[src/rtl/cnvif_pkg.sv]
package cnvif_pkg;

    localparam int RES_W_DEF  = 12;
    localparam int BYTE_W_DEF = 8;
    localparam int SYNC_N_DEF = 2;

    // synchronized host control levels
    typedef struct packed {
        logic ce;
        logic sel_n;
        logic rdconv;
        logic addr0;
        logic full_word;
    } ctl_t;

    localparam int CTL_W = $bits(ctl_t);

    // idle bus: deselected, read level, word mode
    localparam ctl_t CTL_IDLE = '{ce: 1'b0, sel_n: 1'b1, rdconv: 1'b1,
                                  addr0: 1'b0, full_word: 1'b1};

    typedef enum logic [1:0] {
        FMT_OFF  = 2'd0,
        FMT_WORD = 2'd1,
        FMT_HIGH = 2'd2,
        FMT_LOW  = 2'd3
    } rd_fmt_e;

    function automatic logic start_cond(input ctl_t c);
        return c.ce & ~c.sel_n & ~c.rdconv;
    endfunction

    function automatic logic read_open(input ctl_t c, input logic busy);
        return c.ce & ~c.sel_n & c.rdconv & ~busy;
    endfunction

    function automatic rd_fmt_e pick_fmt(input ctl_t c, input logic busy);
        rd_fmt_e f;
        if (!read_open(c, busy))  f = FMT_OFF;
        else if (c.full_word)     f = FMT_WORD;
        else if (c.addr0)         f = FMT_LOW;
        else                      f = FMT_HIGH;
        return f;
    endfunction

endpackage

[src/rtl/cnvif_sync.sv]
module cnvif_sync #(
    parameter int             W      = 1,
    parameter int             STAGES = 2,
    parameter logic [W-1:0]   RST_V  = '0
) (
    input  logic         clk,
    input  logic         rst,
    input  logic [W-1:0] d_i,
    output logic [W-1:0] q_o
);
    logic [W-1:0] stg [STAGES];

    always_ff @(posedge clk) begin
        if (rst) begin
            for (int i = 0; i < STAGES; i++) stg[i] <= RST_V;
        end else begin
            stg[0] <= d_i;
            for (int i = 1; i < STAGES; i++) stg[i] <= stg[i-1];
        end
    end

    assign q_o = stg[STAGES-1];

endmodule

[src/rtl/cnvif_start_det.sv]
module cnvif_start_det
    import cnvif_pkg::*;
(
    input  logic clk,
    input  logic rst,
    input  ctl_t ctl_i,
    input  logic busy_i,
    output logic start_o,
    output logic short_o
);
    logic cond_q;
    logic short_q;
    logic rise_w;

    assign rise_w = start_cond(ctl_i) & ~cond_q;

    always_ff @(posedge clk) begin
        if (rst) begin
            cond_q  <= 1'b0;
            short_q <= 1'b0;
        end else begin
            cond_q <= start_cond(ctl_i);
            if (rise_w) short_q <= ctl_i.addr0;
        end
    end

    assign start_o = rise_w & ~busy_i;
    assign short_o = short_q;

    AST_START_SINGLE: assert property (@(posedge clk) disable iff (rst)
        start_o |=> !start_o);
    AST_SHORT_HOLD: assert property (@(posedge clk) disable iff (rst)
        !$past(rise_w) |-> $stable(short_q));

endmodule

[src/rtl/cnvif_read_path.sv]
module cnvif_read_path
    import cnvif_pkg::*;
#(
    parameter int RES_W  = RES_W_DEF,
    parameter int BYTE_W = BYTE_W_DEF
) (
    input  logic             clk,
    input  logic             rst,
    input  ctl_t             ctl_i,
    input  logic             busy_i,
    input  logic             done_i,
    input  logic [RES_W-1:0] result_i,
    output logic [RES_W-1:0] data_o,
    output logic [RES_W-1:0] oe_o
);
    localparam int HI_LSB = RES_W - BYTE_W;   // lowest line of the byte lane
    localparam int LOW_W  = RES_W - BYTE_W;   // bits carried by the low byte
    localparam int PAD_W  = BYTE_W - LOW_W;   // forced zero lines

    logic [RES_W-1:0] result_q;
    rd_fmt_e          fmt;

    always_ff @(posedge clk) begin
        if (rst)         result_q <= '0;
        else if (done_i) result_q <= result_i;
    end

    assign fmt = pick_fmt(ctl_i, busy_i);

    always_comb begin
        data_o = '0;
        oe_o   = '0;
        unique case (fmt)
            FMT_WORD: begin
                data_o = result_q;
                oe_o   = '1;
            end
            FMT_HIGH: begin
                data_o[RES_W-1:HI_LSB] = result_q[RES_W-1:HI_LSB];
                oe_o[RES_W-1:HI_LSB]   = '1;
            end
            FMT_LOW: begin
                data_o[RES_W-1 -: LOW_W] = result_q[LOW_W-1:0];
                oe_o[RES_W-1:HI_LSB]     = '1;
            end
            default: begin
                data_o = '0;
                oe_o   = '0;
            end
        endcase
    end

    AST_RESULT_HOLD: assert property (@(posedge clk) disable iff (rst)
        !$past(done_i) |-> $stable(result_q));
    AST_LOW_LINES_OFF: assert property (@(posedge clk) disable iff (rst)
        (oe_o != '0 && !ctl_i.full_word) |-> (oe_o[HI_LSB-1:0] == '0));
    AST_WORD_ALL_ON: assert property (@(posedge clk) disable iff (rst)
        (oe_o != '0 && ctl_i.full_word) |-> (&oe_o));
    AST_PAD_ZERO: assert property (@(posedge clk) disable iff (rst)
        (oe_o != '0 && !ctl_i.full_word && ctl_i.addr0)
            |-> (data_o[HI_LSB +: PAD_W] == '0));

endmodule

[src/rtl/cnv_host_if.sv]
module cnv_host_if
    import cnvif_pkg::*;
#(
    parameter int RES_W  = RES_W_DEF,
    parameter int BYTE_W = BYTE_W_DEF,
    parameter int SYNC_N = SYNC_N_DEF
) (
    input  logic             clk,
    input  logic             rst,
    input  logic             ce_i,
    input  logic             sel_n_i,
    input  logic             rdconv_i,
    input  logic             addr0_i,
    input  logic             full_word_i,
    input  logic             busy_i,
    input  logic             done_i,
    input  logic [RES_W-1:0] result_i,
    output logic             start_o,
    output logic             short_cycle_o,
    output logic [RES_W-1:0] data_o,
    output logic [RES_W-1:0] data_oe_o
);
    ctl_t raw_ctl;
    ctl_t sync_ctl;
    logic [CTL_W-1:0] sync_bits;

    assign raw_ctl = '{ce: ce_i, sel_n: sel_n_i, rdconv: rdconv_i,
                       addr0: addr0_i, full_word: full_word_i};

    cnvif_sync #(
        .W      (CTL_W),
        .STAGES (SYNC_N),
        .RST_V  (CTL_IDLE)
    ) u_sync (
        .clk (clk),
        .rst (rst),
        .d_i (raw_ctl),
        .q_o (sync_bits)
    );

    assign sync_ctl = ctl_t'(sync_bits);

    cnvif_start_det u_start (
        .clk     (clk),
        .rst     (rst),
        .ctl_i   (sync_ctl),
        .busy_i  (busy_i),
        .start_o (start_o),
        .short_o (short_cycle_o)
    );

    cnvif_read_path #(
        .RES_W  (RES_W),
        .BYTE_W (BYTE_W)
    ) u_read (
        .clk      (clk),
        .rst      (rst),
        .ctl_i    (sync_ctl),
        .busy_i   (busy_i),
        .done_i   (done_i),
        .result_i (result_i),
        .data_o   (data_o),
        .oe_o     (data_oe_o)
    );

    AST_NO_START_BUSY: assert property (@(posedge clk) disable iff (rst)
        busy_i |-> !start_o);
    AST_HIZ_BUSY: assert property (@(posedge clk) disable iff (rst)
        busy_i |-> (data_oe_o == '0));
    AST_HIZ_QUIET: assert property (@(posedge clk) disable iff (rst)
        (data_oe_o == '0) |-> (data_o == '0));

endmodule

[config.mk]
export PLATFORM = sky130hd
export DESIGN_NAME = cnv_host_if
export DESIGN_NICKNAME = d
export VERILOG_FILES = /design/src/rtl/cnvif_pkg.sv /design/src/rtl/cnvif_sync.sv /design/src/rtl/cnvif_start_det.sv /design/src/rtl/cnvif_read_path.sv /design/src/rtl/cnv_host_if.sv
export SDC_FILE = /design/constraint.sdc
export NUM_CORES = 1
export LEC_CHECK = 0
export BUFFER_PORTS_ARGS = -buffer_cell sky130_fd_sc_hd__clkbuf_2
export CAP_MARGIN = 20
export CORE_MARGIN = 1
export CORE_UTILIZATION = 46
export DETAILED_ROUTE_END_ITERATION = 10
export PLACE_DENSITY = 0.78
export REMOVE_ABC_BUFFERS = 1
export SLEW_MARGIN = 20
export SYNTH_ARGS = -nofsm -noshare
export SYNTH_HDL_FRONTEND = slang
export SYNTH_SLANG_ARGS = --single-unit
[constraint.sdc]
create_clock -name clk -period 1.97 [get_ports clk]
set_clock_uncertainty 0.2 [all_clocks]
set_input_delay 0.197 -clock clk [delete_from_list [all_inputs] [get_ports clk]]
set_output_delay 0.197 -clock clk [all_outputs]
set_load 0.005 [all_outputs]
==> impl_results.md <==
* Worst r2r src: u_sync.stg[0][7]
* Max Cap Viol at 0
* DRC at 0
* Critical path endpoint category: primary output
* Fin. max-slew vios at 0
* Final period util at 1.13
* Via count at roughly 900
* Final Setup Violations at 12
* Cell at the root of the clock tree: clkbuf_4
* Inserted Clock Buffers at 3
* Cells on worst reg2reg path at 3
* # diodes at 0
* Synth unique cells at 21
* Synth Warn # at 0
* First-pass GRT wire length at roughly 3.6 mm
* Leakage Power at 0.770 nW
* Worst Tran Pin Value at approximately 460 ps
* Hold endpoint: u_read.result_q[11]
* Crit start category: register
* Row cnt at 17
* Worst reg2reg endpoint: u_start.short_o
* Layout overhead on the synthesized area at 53.1%
* DRT Pass-1 Iters at 4
* Top-area cell type share of the netlist area at 0.449
* Final nets at between 150 and 200
* Die Y-Extent at ~50 microns
* CTS tree: built
* Worst Path Required at between 1500 and 2000 ps
* Area after DPL at between 0.001 and 0.0015 sq mm
* Clk buf depth at 2
* Final Hold Viols at 0
* GRT overflow at 0
* Reg2Reg Setup Slack at slightly above 700 ps
* Core Area at ~0.0022 sq mm
* Largest net degree at the start of global routing at 26
* Mapped cell area at around 0.0011 sq mm
* Starting Density at 0.484
* Maximum clock rate at ~450 MHz
* Sequential-to-total area share from yosys stat at 0.449
* Final WL at approximately 2.4 mm
* Die area at roughly 0.0025 sq mm
* WP data arrival at 1830 ps
* Synth Area per Inst at between 10 and 15 sq um
* I/O pins at 47
* GPL Wtd Cong at roughly 0.7
* Slew HR at 0.694
* Initial antenna violation count at 0
* Synth top area cells: dfxtp_1 45%, mux2i_1 12%, buf_4 7.0%, nor2b_1 4.7%, nor2_1 4.2%
* Maximum vdd drop at about 0.00059 V
* Vias/cell at ~4.7
* Highest-count cells in the layout ignoring fill and taps: 36 x clkbuf_2, 22 x dfxtp_1, 17 x dlygate4sd3_1
* Clock Sink Count at 24
* Global Route Usage Sum at 0.189
* Routed len/inst at about 12 microns
* Final Cell Area at between 0.0015 and 0.002 sq mm
* Minimum clock period at between 2000 and 2500 ps
* Synth area leader: dfxtp_1
* Clk_lat worst skew at ~310 ps
* H-tree depth at 1
* RSZ-0062 raised after global routing: true
* Hold path startpoint: rst
* Post-route setup slack at -257 ps
* Antenna-violating nets left at 0
* Post-Synthesis Cells at 106
* Vias in the first global route at between 800 and 900
* Design Power at around 980 uW
* HPWL after detailed placement at approximately 1.4 mm
* Hold Path Class: in2reg
* Failing checks: setup timing
* Most common cell after layout, fill and taps aside: clkbuf_2
* Share of cells above drive strength 1 at 0.473
* Status: finished, violations left
* Power per cell area at around 600 mW/mm^2
* Synth Register Bits at 24
* Die Wd at around 50 microns
* Clock transition at path regs at about 130 ps
* Hold path cells at 2
* # port buffers at 46
* Peak fanout along the critical path at 5
* CP Class: reg2out
* 1st-iter DRT viols at 7
## layer usage
metal	GRT usage	part of all wire
met2	0.316	0.53
met4	0.0810	0.019
met1	0.241	0.41
met3	0.0242	0.038
met5	0	0
## how the worst max path moves through the flow
stage / end / slack (ps) / from / cells past startpoint
2_1_floorplan: data_o[10] / 150 / u_sync.stg[0][8] / 5
3_3_place_gp: data_o[8] / 110 / u_sync.stg[0][8] / 6
3_5_place_dp: data_o[8] / 80 / u_sync.stg[0][8] / 6
4_1_cts: data_o[11] / -230 / u_sync.stg[0][8] / 7
5_1_grt: data_o[9] / -340 / u_sync.stg[0][8] / 6
6_report: data_o[9] / -260 / u_sync.stg[0][8] / 6
## kinds of logic after synthesis
kind of cell	count (synthesis)	share of synthesized area
compound gates	6	0.0304
fa+ha+maj	3	0.0351
buf+inv	14	0.0936
flops	24	0.449
mux	13	0.122
simple gates	46	0.270
## cell type report
cell class | count | area, sq um
multi-input combinational | 68 | 597
sequential | 24 | 483
timing repair buffer | 68 | 464
clock inverter | 1 | 30.0
clock buffer | 3 | 22.5
tap | 28 | 35.0
fill | 151 | 574
inverter | 1 | 6.26
## where the power goes
part / internal (mW) / total [mW] / switching, mW
Sequential: 0.510 / 0.526 / 0.0164
Combinational: 0.0644 / 0.102 / 0.0371
Clock: 0.206 / 0.356 / 0.150
## per-stage QoR
step,instances,TNS (ps),hold slack (ps),util,setup WS [ps]
2_1_floorplan,93,0,68.6,-,152
3_3_place_gp,170,0,177,0.570,108
3_5_place_dp,170,0,175,0.570,78.4
4_1_cts,192,-1960,161,0.692,-230
5_1_grt,193,-3200,202,0.740,-341
6_report,193,-1720,162,0.740,-257
## state kept, by name, summed over array words and instances (netlist names)
signal and flops:
u_read.result_q 12, u_sync.stg 10, u_start.cond_q 1, u_start.short_o 1
## cell usage after synthesis
| cell type | instances |
|---|---|
| nor2b_4 | 1 |
| nor2_1 | 12 |
| o21ai_1 | 1 |
| mux2i_1 | 13 |
| buf_4 | 10 |
| nor4b_2 | 1 |
| inv_1 | 1 |
| buf_6 | 1 |
| nand2b_1 | 7 |
| and4bb_1 | 1 |
| a21oi_1 | 4 |
| nor4b_4 | 1 |
| or2_1 | 6 |
| buf_2 | 2 |
| dfxtp_1 | 24 |
| nand2_1 | 4 |
| and2_1 | 4 |
| and2b_1 | 1 |
| o21a_1 | 1 |
| ha_1 | 3 |
| nor2b_1 | 8 |
## worst max-delay path: stages, from the launching register on
cell,delay [ps]
dfxtp_2,340
and4bb_4,380
o21a_4,160
ha_4,220
nand2b_1,150
a21oi_1,140
buf_2,130
## timing repair
| action | CTS | global route |
|---|---|---|
| hold endpoints to repair | 17 | 0 |
| setup buffers | 1 | 1 |
| endpoints found under the setup margin | 24 | 24 |
| cloned | 0 | 0 |
| pin swaps | 7 | 6 |
| gates resized for setup | 8 | 30 |
| hold buffers | 17 | 0 |
Power figures use the tool's default switching activity.
